--- src/rtl/icu_pkg.sv ---
package icu_pkg;
  localparam int unsigned LINES = 8;
  localparam int unsigned LW    = $clog2(LINES);
  localparam int unsigned DW    = 8;
  localparam int unsigned NFIND = 3;

  typedef enum logic [1:0] {
    ST_READY = 2'd0,
    ST_VBASE = 2'd1,
    ST_CASC  = 2'd2,
    ST_MODE  = 2'd3
  } init_st_e;
endpackage

--- src/rtl/icu_prio_find.sv ---
module icu_prio_find #(
  parameter int unsigned N = 8,
  localparam int unsigned W = $clog2(N)
) (
  input  logic [N-1:0] mask_i,
  input  logic [W-1:0] base_i,
  output logic         found_o,
  output logic [W-1:0] rank_o,
  output logic [W-1:0] line_o
);
  // scan from lowest priority up so the highest-ranked set bit wins
  always_comb begin
    logic [W-1:0] idx;
    found_o = 1'b0;
    rank_o  = '0;
    for (int k = N - 1; k >= 0; k--) begin
      idx = W'(k) + base_i;
      if (mask_i[idx]) begin
        found_o = 1'b1;
        rank_o  = W'(k);
      end
    end
  end

  assign line_o = rank_o + base_i;
endmodule

--- src/rtl/icu_init_fsm.sv ---
module icu_init_fsm
  import icu_pkg::*;
(
  input  logic     clk_i,
  input  logic     rst_ni,
  input  logic     start_i,
  input  logic     need4_i,
  input  logic     single_i,
  input  logic     adv_i,
  output init_st_e st_o
);
  init_st_e st_q, st_d;
  logic     need4_q, single_q;

  always_comb begin
    unique case (st_q)
      ST_VBASE: st_d = single_q ? (need4_q ? ST_MODE : ST_READY) : ST_CASC;
      ST_CASC:  st_d = need4_q ? ST_MODE : ST_READY;
      default:  st_d = ST_READY;
    endcase
  end

  always_ff @(posedge clk_i or negedge rst_ni) begin
    if (!rst_ni) begin
      st_q     <= ST_READY;
      need4_q  <= 1'b0;
      single_q <= 1'b0;
    end else if (start_i) begin
      st_q     <= ST_VBASE;
      need4_q  <= need4_i;
      single_q <= single_i;
    end else if (adv_i && st_q != ST_READY) begin
      st_q <= st_d;
    end
  end

  assign st_o = st_q;
endmodule

--- src/rtl/icu_cmd_seq.sv ---
module icu_cmd_seq
  import icu_pkg::*;
(
  input  logic          clk_i,
  input  logic          rst_ni,
  input  logic          wr_i,
  input  logic          rd_i,
  input  logic          inta_i,
  input  logic          addr_i,
  input  logic [DW-1:0] wdata_i,
  input  logic [LINES-1:0] req_i,
  output logic [DW-1:0] rdata_o,
  output logic          int_o,
  output logic [DW-1:0] vector_o,
  output logic          ack_o,
  output logic [LW-1:0] ack_line_o,
  output logic          nested_o
);
  logic [LINES-1:0] imr_q, isr_q;
  logic [LW-1:0]    rot_q;
  logic [DW-LW-1:0] vbase_q;
  logic aeoi_q, raeoi_q, nested_q, rsel_q, poll_q, smask_q;
  init_st_e init_st;

  // command decode
  logic wr0, wr1, icw1, ocw3, ocw2;
  logic [2:0] code;
  assign wr0  = wr_i & ~addr_i;
  assign wr1  = wr_i & addr_i;
  assign icw1 = wr0 & wdata_i[4];
  assign ocw3 = wr0 & ~wdata_i[4] & wdata_i[3];
  assign ocw2 = wr0 & ~wdata_i[4] & ~wdata_i[3];
  assign code = wdata_i[7:5];

  icu_init_fsm i_init_fsm (
    .clk_i   (clk_i),
    .rst_ni  (rst_ni),
    .start_i (icw1),
    .need4_i (wdata_i[0]),
    .single_i(wdata_i[1]),
    .adv_i   (wr1),
    .st_o    (init_st)
  );

  // finder 0: unmasked requests, 1: in-service for comparison, 2: raw in-service for EOI
  logic [LINES-1:0] pmask [NFIND];
  logic             pfound [NFIND];
  logic [LW-1:0]    prank [NFIND];
  logic [LW-1:0]    pline [NFIND];

  assign pmask[0] = req_i & ~imr_q;
  assign pmask[1] = smask_q ? (isr_q & ~imr_q) : isr_q;
  assign pmask[2] = isr_q;

  for (genvar g = 0; g < NFIND; g++) begin : g_find
    icu_prio_find #(.N(LINES)) i_find (
      .mask_i (pmask[g]),
      .base_i (rot_q),
      .found_o(pfound[g]),
      .rank_o (prank[g]),
      .line_o (pline[g])
    );
  end

  logic winner, rd_en, ak_en, poll_rd, take;
  assign winner  = pfound[0] & (~pfound[1] | (prank[0] < prank[1]));
  // precedence: write, then read, then acknowledge
  assign rd_en   = rd_i & ~wr_i;
  assign ak_en   = inta_i & ~wr_i & ~rd_i;
  assign poll_rd = rd_en & poll_q;
  assign take    = winner & (poll_rd | ak_en);

  assign int_o      = winner;
  assign ack_o      = take;
  assign ack_line_o = pline[0];
  assign nested_o   = nested_q;
  assign vector_o   = ak_en ? {vbase_q, winner ? pline[0] : {LW{1'b1}}} : '0;

  always_comb begin
    rdata_o = '0;
    if (rd_en) begin
      if (poll_q)      rdata_o = winner ? {1'b1, {(DW-1-LW){1'b0}}, pline[0]} : '0;
      else if (addr_i) rdata_o = imr_q;
      else             rdata_o = rsel_q ? isr_q : req_i;
    end
  end

  always_ff @(posedge clk_i or negedge rst_ni) begin
    if (!rst_ni) begin
      imr_q <= '0; isr_q <= '0; rot_q <= '0; vbase_q <= '0;
      aeoi_q <= 1'b0; raeoi_q <= 1'b0; nested_q <= 1'b0;
      rsel_q <= 1'b0; poll_q <= 1'b0; smask_q <= 1'b0;
    end else if (icw1) begin
      imr_q <= '0; isr_q <= '0; rot_q <= '0; vbase_q <= '0;
      aeoi_q <= 1'b0; raeoi_q <= 1'b0; nested_q <= 1'b0;
      rsel_q <= 1'b0; poll_q <= 1'b0; smask_q <= 1'b0;
    end else if (ocw3) begin
      if (wdata_i[2]) poll_q  <= 1'b1;
      if (wdata_i[1]) rsel_q  <= wdata_i[0];
      if (wdata_i[6]) smask_q <= wdata_i[5];
    end else if (ocw2) begin
      unique case (code)
        3'd0, 3'd4: raeoi_q <= code[2];
        3'd1, 3'd5: if (pfound[2]) begin
          isr_q[pline[2]] <= 1'b0;
          if (code[2]) rot_q <= pline[2] + LW'(1);
        end
        3'd3: isr_q[wdata_i[LW-1:0]] <= 1'b0;
        3'd6: rot_q <= wdata_i[LW-1:0] + LW'(1);
        3'd7: begin
          isr_q[wdata_i[LW-1:0]] <= 1'b0;
          rot_q <= wdata_i[LW-1:0] + LW'(1);
        end
        default: ;
      endcase
    end else if (wr1) begin
      unique case (init_st)
        ST_READY: imr_q <= wdata_i;
        ST_VBASE: vbase_q <= wdata_i[DW-1:LW];
        ST_MODE: begin
          nested_q <= wdata_i[4];
          aeoi_q   <= wdata_i[1];
        end
        default: ;
      endcase
    end else begin
      if (poll_rd) poll_q <= 1'b0;
      if (take) begin
        if (aeoi_q) begin
          if (raeoi_q) rot_q <= pline[0] + LW'(1);
        end else begin
          isr_q[pline[0]] <= 1'b1;
        end
      end
    end
  end
endmodule

--- config.mk ---
export PLATFORM = sky130hd
export DESIGN_NAME = icu_cmd_seq
export DESIGN_NICKNAME = d
export VERILOG_FILES = /design/src/rtl/icu_pkg.sv /design/src/rtl/icu_prio_find.sv /design/src/rtl/icu_init_fsm.sv /design/src/rtl/icu_cmd_seq.sv
export SDC_FILE = /design/constraint.sdc
export NUM_CORES = 1
export LEC_CHECK = 0
export ABC_AREA = 1
export BUFFER_PORTS_ARGS = -buffer_cell sky130_fd_sc_hd__buf_2
export CAP_MARGIN = 20
export CELL_PAD_IN_SITES_DETAIL_PLACEMENT = 1
export CELL_PAD_IN_SITES_GLOBAL_PLACEMENT = 1
export CORE_MARGIN = 4
export CORE_UTILIZATION = 35
export DETAILED_ROUTE_END_ITERATION = 8
export GPL_TIMING_DRIVEN = 0
export PLACE_DENSITY = 0.79
export REMOVE_ABC_BUFFERS = 1
export SKIP_CTS_REPAIR_TIMING = 1
export SLEW_MARGIN = 5
export SYNTH_ARGS = -nofsm -noshare
export SYNTH_HDL_FRONTEND = slang
export SYNTH_SLANG_ARGS = --single-unit
export TNS_END_PERCENT = 100
--- constraint.sdc ---
create_clock -name clk_i -period 10.4 [get_ports clk_i]
set_clock_uncertainty 0.05 [all_clocks]
set_input_delay 1.56 -clock clk_i [delete_from_list [all_inputs] [get_ports clk_i]]
set_output_delay 1.56 -clock clk_i [all_outputs]
set_load 0.01 [all_outputs]
* Word-level counts from Yosys, hierarchy flattened
Cells that the tools add are included. W data, S select, Z words.
Cells by class: $add $sub $neg 12, $lt $le $gt $ge 15, eq/ne operators 20, multiplexer cells 169, bitwise operators 28, reduce and logical (&&, ||, !) cells 34
Operators with widths (number):
- $mux W8 | 19
- $mux W3 | 34
- $mux W1 | 77
- $bmux W1 S3 | 24
- $lt A3 B4 Y1 const B | 11
- $and A8 B8 Y8 | 4
- $mux W5 | 5
- $not A8 Y8 | 3
- $reduce_bool A2 Y1 | 11
- $pmux W8 S2 | 1
- $reduce_and A4 Y1 | 4
- $add A3 B3 Y3 const A | 4
- $and A1 B1 Y1 | 12
- $eq A3 B3 Y1 const B | 4
- $ne A3 B2 Y1 const B | 4
- $ne A4 B2 Y1 const B | 3
- $reduce_bool A3 Y1 | 4
- $add A3 B1 Y3 const B | 3
- $demux W1 S3 | 3
- $ge A3 B1 Y1 const B | 3
- $mux W2 | 4
- $or A8 B8 Y8 | 1
- $reduce_and A8 Y1 | 1
- $reduce_or A2 Y1 | 4
- 21 further kinds | 35
Word-level totals: register bits after elaboration 34, input port bits 22, logic and storage cells 291

* Depth between registers and ports, before layout
Gate-level depths: netlist of run 1.
depth after elaboration 24, gate-level depth with buffers 31, mapped depth without buffers 29

* Cells and area by module
From an unflattened synthesis of run 1, not the netlist that was laid out.
Second synthesis, totals: cells, all modules 743, area total of the unflattened synthesis 4454.3 um2
By module, submodules not included:
- icu_cmd_seq | instances 1, cells an instance 377, area each 2369.8 um2, sequential area each 750.7 um2
- icu_prio_find | instances 3, cells an instance 111, area each 610.6 um2, sequential area each 0.0 um2
- icu_init_fsm | instances 1, cells an instance 33, area each 252.7 um2, sequential area each 100.1 um2

* Least setup slack after synthesis of run 1
No wires, ideal clock.
path type input-to-output, start point in req_i[5], end point out rdata_o[2], data arrival time 3.532 ns, required time 8.790 ns, path slack 5.258 ns, stages on the path 23, path through nand3_1 -> nand3_1 -> nand2_1 -> nand2_1 -> nand2_1 -> nand2_1 -> nand2_1 -> nand2_1 -> nand2_1 -> nand2_1 -> nand2_1 -> nand2_1 -> inv_1 -> ha_1 -> inv_1 -> fa_1 -> xor2_1 -> inv_1 -> nand2_1 -> nand2_1 -> inv_2 -> nand3_1 -> a21oi_1
On the way: elaborated cells between the ends (all ways) 40, classes of those cells 1 x add/sub; 1 x order compare; 35 x mux; 3 x bitwise
RTL lines:
- start, declared | line icu_cmd_seq.sv:11 | input logic [LINES-1:0] req_i,
- $and A8 B8 Y8 * | line icu_cmd_seq.sv:51 | assign pmask[0] = req_i & ~imr_q;
- $bmux W1 S3 | line icu_prio_find.sv:18 | if (mask_i[idx]) begin
- $mux W1 (implied by the code) | line icu_prio_find.sv:18
- $mux W3 (7 in a row) | line icu_prio_find.sv:18
- $mux W3 * | line icu_prio_find.sv:18
- $add A3 B3 Y3 * | line icu_prio_find.sv:25 | assign line_o = rank_o + base_i;
- net ack_line_o[2] | line icu_cmd_seq.sv:16 | output logic [LW-1:0] ack_line_o,
- $mux W8 * (2 in a row) | line icu_cmd_seq.sv:82 | if (poll_q) rdata_o = winner ? {1'b1, {(DW-1-LW){1'b0}}, pline[0]} : '0;
- $mux W8 * | line icu_cmd_seq.sv:81 | if (rd_en) begin
- end, declared | line icu_cmd_seq.sv:12 | output logic [DW-1:0] rdata_o,
Mark *: on every way through the listed nets, which the timed path passes. The rest lies on a longest branch. The select of a mux whose other input is x is not followed.

* Final worst setup path of run 1
start point reg rot_q[1], end point out rdata_o[2]
On the way: cells in the longest elaborated chain, start to end 17, elaborated cells between the ends (all ways) 79, classes of those cells 8 x add/sub; 1 x order compare; 67 x mux; 3 x bitwise
Ends and longest elaborated chain:
- start, declared | line icu_cmd_seq.sv:20 | logic [LW-1:0] rot_q;
- start signal, assigned | line icu_cmd_seq.sv:106 | if (code[2]) rot_q <= pline[2] + LW'(1);
- start signal, assigned | line icu_cmd_seq.sv:109 | 3'd6: rot_q <= wdata_i[LW-1:0] + LW'(1);
- start signal, assigned | line icu_cmd_seq.sv:112 | rot_q <= wdata_i[LW-1:0] + LW'(1);
- $add A3 B3 Y3 | line icu_prio_find.sv:17 | idx = W'(k) + base_i;
- $bmux W1 S3 | line icu_prio_find.sv:18
- $mux W1 (implied by the code) | line icu_prio_find.sv:18
- $mux W3 / $mux W1 (equally long branches) (8 in a row) | line icu_prio_find.sv:18
- $lt A3 B3 Y1 / $not A1 Y1 (equally long branches) | line icu_cmd_seq.sv:66 | assign winner = pfound[0] & (~pfound[1] | (prank[0] < prank[1]));
- $or A1 B1 Y1 | line icu_cmd_seq.sv:66
- $and A1 B1 Y1 | line icu_cmd_seq.sv:66
- $mux W8 * (2 in a row) | line icu_cmd_seq.sv:82
- $mux W8 * | line icu_cmd_seq.sv:81
Every way passes the cells marked *; elsewhere a longest branch is shown, timed or not. The select of a mux whose other input is x is not followed.

==> results of run 1 <==
==> layer usage <==
| metal | global-route usage | wire length (µm) |
|---|---|---|
| met1 | 0.298 | 6110 |
| met3 | 0.0315 | 702 |
| met5 | 0 | 0 |
| met2 | 0.382 | 6470 |
| met4 | 0.0560 | 246 |
==> state kept, by name, summed over array words and instances, names as in the netlist <==
| signal | cells |
|---|---|
| imr_q | 8 |
| isr_q | 8 |
| vbase_q | 5 |
| rot_q | 3 |
| i_init_fsm.st_o | 2 |
| aeoi_q | 1 |
| i_init_fsm.need4_q | 1 |
| i_init_fsm.single_q | 1 |
| nested_o | 1 |
| poll_q | 1 |
| raeoi_q | 1 |
| rsel_q | 1 |
| smask_q | 1 |
==> critical path: stages (launching register included) <==
cell and delay [ns]:
dfrtp_1 0.82, inv_1 0.48, ha_1 0.76, inv_2 0.20, nand3_1 0.15, nand3_1 0.08
nand2_1 0.09, nand2_1 0.06, nand2_1 0.06, nand2_1 0.05, nand2_1 0.05, nand2_1 0.05
nand2_1 0.05, nand2_1 0.07, inv_1 0.06, ha_1 0.13, inv_1 0.05, fa_1 0.36
xor2_1 0.19, inv_1 0.06, nand2_1 0.06, nand2_1 0.14, inv_2 0.18, nand3_1 0.09
a21oi_1 0.15, buf_2 0.16
==> final cells by class <==
class	count	area (µm²)	area share
Timing Repair Buffer	45	250	0.0593
Clock buffer	5	68.8	0.0163
Clock inverter	3	68.8	0.0163
Tap cell	136	170	0.0404
Sequential cell	34	851	0.202
Inverter	93	349	0.0828
Multi-Input combinational cell	501	2460	0.583
==> worst max path at each step <==
| stage | startpoint | end | slack (ns) | depth (start not counted) |
|---|---|---|---|---|
| floorplan | rot_q[0]$_DFFE_PN0P_ | rdata_o[2] | 5.07 | 24 |
| global placement | rot_q[0]$_DFFE_PN0P_ | rdata_o[2] | 4.19 | 25 |
| detailed placement | rot_q[0]$_DFFE_PN0P_ | rdata_o[2] | 4.03 | 25 |
| CTS | rot_q[0]$_DFFE_PN0P_ | rdata_o[2] | 3.68 | 25 |
| global route | rot_q[1]$_DFFE_PN0P_ | rdata_o[2] | 3.29 | 25 |
| finish | rot_q[1]$_DFFE_PN0P_ | rdata_o[2] | 3.85 | 25 |
==> Yosys cell counts <==
| library cell | instances |
|---|---|
| nand2_1 | 217 |
| nand3_1 | 86 |
| inv_1 | 81 |
| o21ai_0 | 43 |
| nor2_1 | 42 |
| dfrtp_1 | 34 |
| o21ai_1 | 25 |
| a21oi_1 | 22 |
| ha_1 | 11 |
| inv_2 | 9 |
| a31oi_1 | 8 |
| buf_2 | 6 |
| clkbuf_1 | 6 |
| nor3_1 | 5 |
| nor2_2 | 4 |
| a21oi_2 | 3 |
| buf_6 | 3 |
| clkinv_1 | 3 |
| nand2_2 | 3 |
| nand4_1 | 3 |
| o211ai_1 | 3 |
| o22ai_1 | 3 |
| buf_4 | 2 |
| fa_1 | 2 |
| mux2i_1 | 2 |
| xor2_1 | 2 |
| a21boi_0 | 1 |
| a22oi_1 | 1 |
| a31o_2 | 1 |
| buf_1 | 1 |
| nand3b_1 | 1 |
| nor3_4 | 1 |
| o21a_1 | 1 |
| o21a_2 | 1 |
| o21bai_1 | 1 |
| o22a_1 | 1 |
| o311ai_0 | 1 |
| o31ai_1 | 1 |
| o31ai_2 | 1 |
| or2_1 | 1 |
| or2_2 | 1 |
| xnor2_1 | 1 |
| xnor2_4 | 1 |
| xor2_4 | 1 |
==> cells by family (layout without fill, tap and decap cells) <==
kind of cell | count (synthesis) | count (layout) | share of synthesized area
DFF | 34 | 34 | 0.226
AOI/OAI and AO/OA | 117 | 117 | 0.174
and+or+nand+nor | 364 | 364 | 0.406
buffers and inverters | 111 | 146 | 0.121
adders and majority gates | 13 | 13 | 0.0472
xor gates and xnor gates | 5 | 5 | 0.0216
muxes | 2 | 2 | 0.00532
==> metrics by stage <==
step                      instance area, µm²  worst slack (ns)
after CTS                               4180              3.68
after floorplan                         3660              5.07
after global routing                    4220              3.29
after global placement                  4040              4.19
final                                   4220              3.85
after detailed placement                4040              4.03
==> placed cells by master (no fill, tap or decap), types with 3 or more instances in the layout <==
master | synthesis | final
o22ai_1 | 3 | 3
nor3_1 | 5 | 5
o21ai_1 | 25 | 25
dfrtp_1 | 34 | 34
ha_1 | 11 | 11
a21oi_1 | 22 | 22
nor2_2 | 4 | 4
buf_2 | 6 | 43
inv_2 | 9 | 9
a31oi_1 | 8 | 8
nand2_1 | 217 | 217
inv_1 | 81 | 81
a21oi_2 | 3 | 3
nand3_1 | 86 | 86
clkinv_1 | 3 | 3
o21ai_0 | 43 | 43
nand2_2 | 3 | 3
o211ai_1 | 3 | 3
clkbuf_8 | 0 | 5
nor2_1 | 42 | 42
nand4_1 | 3 | 3
==> results.cfg, run 1 <==
[final_layout]
fillCellCount = 1460
fin_nets = 715
areaGrowthSynthToFinish_pct = 12.0
num_antenna_cells = 0
fin_cells = 817
final_util = 0.405
layout-drive-gt1-share = 0.116

[critical_path]
path_max_fanout = 18
arrival_ns = 4.94
regToRegEndpoint = rot_q[2]$_DFFE_PN0P_
rrSetupSlack_ns = 5.40
worstSetupEndpointType = primary output
worst_r2r_startpoint = rot_q[1]$_DFFE_PN0P_
cp.required_ns = 8.79
rr_worst_depth = 22
startpoint_type = register
path_class = register to primary output

[cts]
cts_tree = yes
clk_latency_ns = 0.30
max-clock-path-buffers = 2
clkTransAtPathRegs_ns = 0.08
numCtsBuffers = 5
cts_max_level = 2
cts_root_buf = clkbuf_8
cts.sink_count = 34

[timing]
slew_headroom = 0.460
rsz0062_at_grt = false
fin_setup_tns_ns = 0
worst_pin_slew_ns = 0.809
layout_min_cycle_time_ns = 6.55
hold_viol_final = 0
hold_slack_ns = 0.449
max_freq_mhz = 153
fin_crit_sh = 0.630
slew_viol_final = 0
setup_viol = 0

[grt]
grt_max_degree = 36
antenna_found_initial = 0
grt_pass1_vias = 4654
grt_pass1_wl_um = 22900
grt_usage = 0.224
grt.overflow.total = 0

[floorplanning]
start_util = 0.361
die_w_um = 112
rows = 37
coreArea_mm2 = 0.0104
fp.dieH_um = 112
die_area_mm2 = 0.0125
io_pins = 44

[logic_synthesis]
ys_seq_area_frac = 0.226
syn_area_mm2 = 0.00376
synth.avg_cell_area_um2 = 5.83
synth_top_area_frac = 0.226
ys_seq_elements = 34
yosysUniqueCellTypes = 44
synthesis.yosys.warnings = 0
yosysTopAreaCell = dfrtp_1
ys_top_cells_by_area = dfrtp_1, nand2_1, nand3_1, inv_1, o21ai_0
syn_inst = 646

[worst_hold_path]
whs_endpoint = i_init_fsm.need4_q$_DFFE_PN0P_
holdPathStages = 2
min_from = i_init_fsm.need4_q$_DFFE_PN0P_
min_path_type = register to register

[route]
drt_first_iter_violations = 346
drt_pass1_iterations = 4
ant_nets = 0
drc = 0
wl_um = 13500
via_per_inst = 5.34
dr_total_vias = 4366
wl_per_cell_um = 16.6

[placed_design]
io_buffers = 43
place_inst = 807
detailed_place_hpwl_um = 10800
place_congestion = 0.923

[status]
outcome = complete, no violations

[run]
maxCapViolCount = 0
Power of run 1 is not shown: default switching activity piles up to over one toggle a cycle in this logic, so the estimate is an artifact.
==> inputs of run 2 (changes only) <==
Settings changed: ABC_AREA 1 to 0, PLACE_DENSITY 0.79 to 0.76.
Clock period 10.4 ns to 5.7 ns, I/O delays scaled along.
==> results.cfg, run 2 <==
[logic_synthesis]
synth-adder-area-share = 0.0431
synthSimpleGateAreaFrac = 0.252
synth-xor-area-share = 0.0340
ys_top_cells_by_area = dfrtp_1, mux4_2, mux2i_1, nand2_1, a21oi_1
syn_area_mm2 = 0.00412
synth.avg_cell_area_um2 = 8.17
async_reset_ff_frac = 1.00
ys_seq_area_frac = 0.206
synth-compound-area-share = 0.214
synth_top_area_frac = 0.206
yosysTopAreaCell = dfrtp_1
synthMuxAreaShare = 0.191
synth_edf_count = 0
post-synth-top-count-cell = nand2_1
yosysUniqueCellTypes = 72
syn_inst = 505
synth_ff_type = dfrtp_1
ys_seq_elements = 34
synth_top_family_by_area = simple AND/OR/NAND/NOR gates
synthesis.yosys.warnings = 0
synth_commonest_cells = nand2_1, nor2_1, a21oi_1

[placed_design]
place_congestion = 0.863
place_inst = 661
detailed_place_hpwl_um = 10400
pre_cts_slack_ns = -0.607
io_buffers = 43

[timing]
hold_slack_ns = 0.461
worst_pin_slew_ns = 0.811
setup_viol = 0
layout_min_cycle_time_ns = 5.50
worst_slack_ns = 0.195
slew_headroom = 0.455
hold_viol_final = 0
slew_viol_final = 0
max_freq_mhz = 182
fin_crit_sh = 0.966

[route]
via_per_inst = 6.14
drt_pass1_iterations = 4
wl_um = 13900
wl_per_cell_um = 20.6
drt_first_iter_violations = 231
ant_nets = 0
drc = 0
dr_total_vias = 4138

[grt]
grt_pass1_wl_um = 22100
grt_max_degree = 42
antenna_found_initial = 0
grt_pass1_vias = 4232
grt_usage = 0.204
grt.overflow.total = 0

[final_layout]
layout-drive-gt1-share = 0.185
fin_cells = 674
areaGrowthSynthToFinish_pct = 13.1
num_antenna_cells = 0
reg.largest.list = imr_q x8, isr_q x8, vbase_q x5
fin_nets = 566
final_common_cell = nand2_1
final_cell_mix = nand2_1, nor2_1, buf_2, a21oi_1, dfrtp_1
fillCellCount = 1385
final_util = 0.407
multi_input_area_mm2 = 0.00307
regArea_um2 = 858

[cts]
clkTransAtPathRegs_ns = 0.06
clk_latency_ns = 0.28
max-clock-path-buffers = 2
cts_max_level = 2
cts_root_buf = clkbuf_16
numCtsBuffers = 5
cts_tree = yes
cts.sink_count = 34

[floorplanning]
rows = 39
die_w_um = 117
coreArea_mm2 = 0.0115
io_pins = 44
die_area_mm2 = 0.0136
fp.dieH_um = 117
start_util = 0.360

[run]
maxCapViolCount = 0

[critical_path]
worstSetupEndpointType = primary output
cp.required_ns = 4.80
path_max_fanout = 11
arrival_ns = 4.60
startpoint_type = register
path_class = register to primary output
rrSetupSlack_ns = 0.72

[worst_hold_path]
min_path_type = register to register

[status]
outcome = complete, no violations
-- run 2: cell count changes after synthesis, moves of 8 or more --
cell,previous run,this run
o21ai_1,25,3
a21oi_1,22,36
mux4_2,0,19
nand2b_1,0,12
mux2i_1,2,28
and2_1,0,11
clkbuf_1,6,19
inv_1,81,25
o21ai_0,43,19
inv_2,9,1
nor2b_1,0,11
nand2_1,217,66
nor3_1,5,15
nand3_1,86,12
-- run 2: worst max-delay path: stages (launching register included) --
cell	delay, ns
dfrtp_4	0.58
inv_6	0.18
ha_4	0.22
xor2_4	0.27
mux4_2	0.56
mux2i_4	0.21
nor2_1	0.05
or3b_2	0.44
nand2_1	0.08
nand2_1	0.08
inv_1	0.08
ha_1	0.23
and2_1	0.14
a221o_1	0.43
a2111oi_4	0.40
buf_4	0.21
buf_2	0.14
-- run 2: cells by family after synthesis --
kind of cell,Yosys count
buffers and inverters,57
multiplexers,54
flip-flops,34
XOR/XNOR,10
adder cells (fa/ha/maj),13
AND/OR/NAND/NOR,209
AO/OA/AOI/OAI,128
-- run 2: path summary, 6_finish.rpt --
path | start | to | cells past startpoint
setup / recovery | rot_q[1]$_DFFE_PN0P_ | ack_o | 16
max in group asynchronous | rst_ni | rot_q[1]$_DFFE_PN0P_ | 1
hold reg to reg | vbase_q[3]$_DFFE_PN0P_ | vbase_q[3]$_DFFE_PN0P_ | 1
setup reg to reg | rot_q[1]$_DFFE_PN0P_ | rot_q[0]$_DFFE_PN0P_ | 17
hold / removal | vbase_q[3]$_DFFE_PN0P_ | vbase_q[3]$_DFFE_PN0P_ | 1
min in group asynchronous | rst_ni | raeoi_q$_DFFE_PN0P_ | 1
-- run 2: per-stage QoR --
| step | cell area (µm²) | TNS [ns] |
|---|---|---|
| 2_1_floorplan | 3980 | -1.50 |
| 3_3_place_gp | 4370 | -14.71 |
| 3_5_place_dp | 4400 | -4.99 |
| 4_1_cts | 4540 | -8.34 |
| 5_1_grt | 4660 | -0.0118 |
| 6_report | 4660 | 0 |
-- run 2: cell type report --
cell class | instances | share of cell area
clock buffers | 5 | 0.0268
clock inverters | 2 | 0.00215
inverters | 26 | 0.0228
multi-input cells | 414 | 0.659
flip-flops and latches | 34 | 0.184
well taps | 143 | 0.0384
repair buffers | 50 | 0.0668
-- run 2: per-layer routing --
layer  track usage  part of all wire
met1         0.267              0.42
met2         0.370              0.52
met3        0.0181             0.051
met4        0.0420            0.0095
met5             0                 0
Power of run 2 is left out for the same reason.
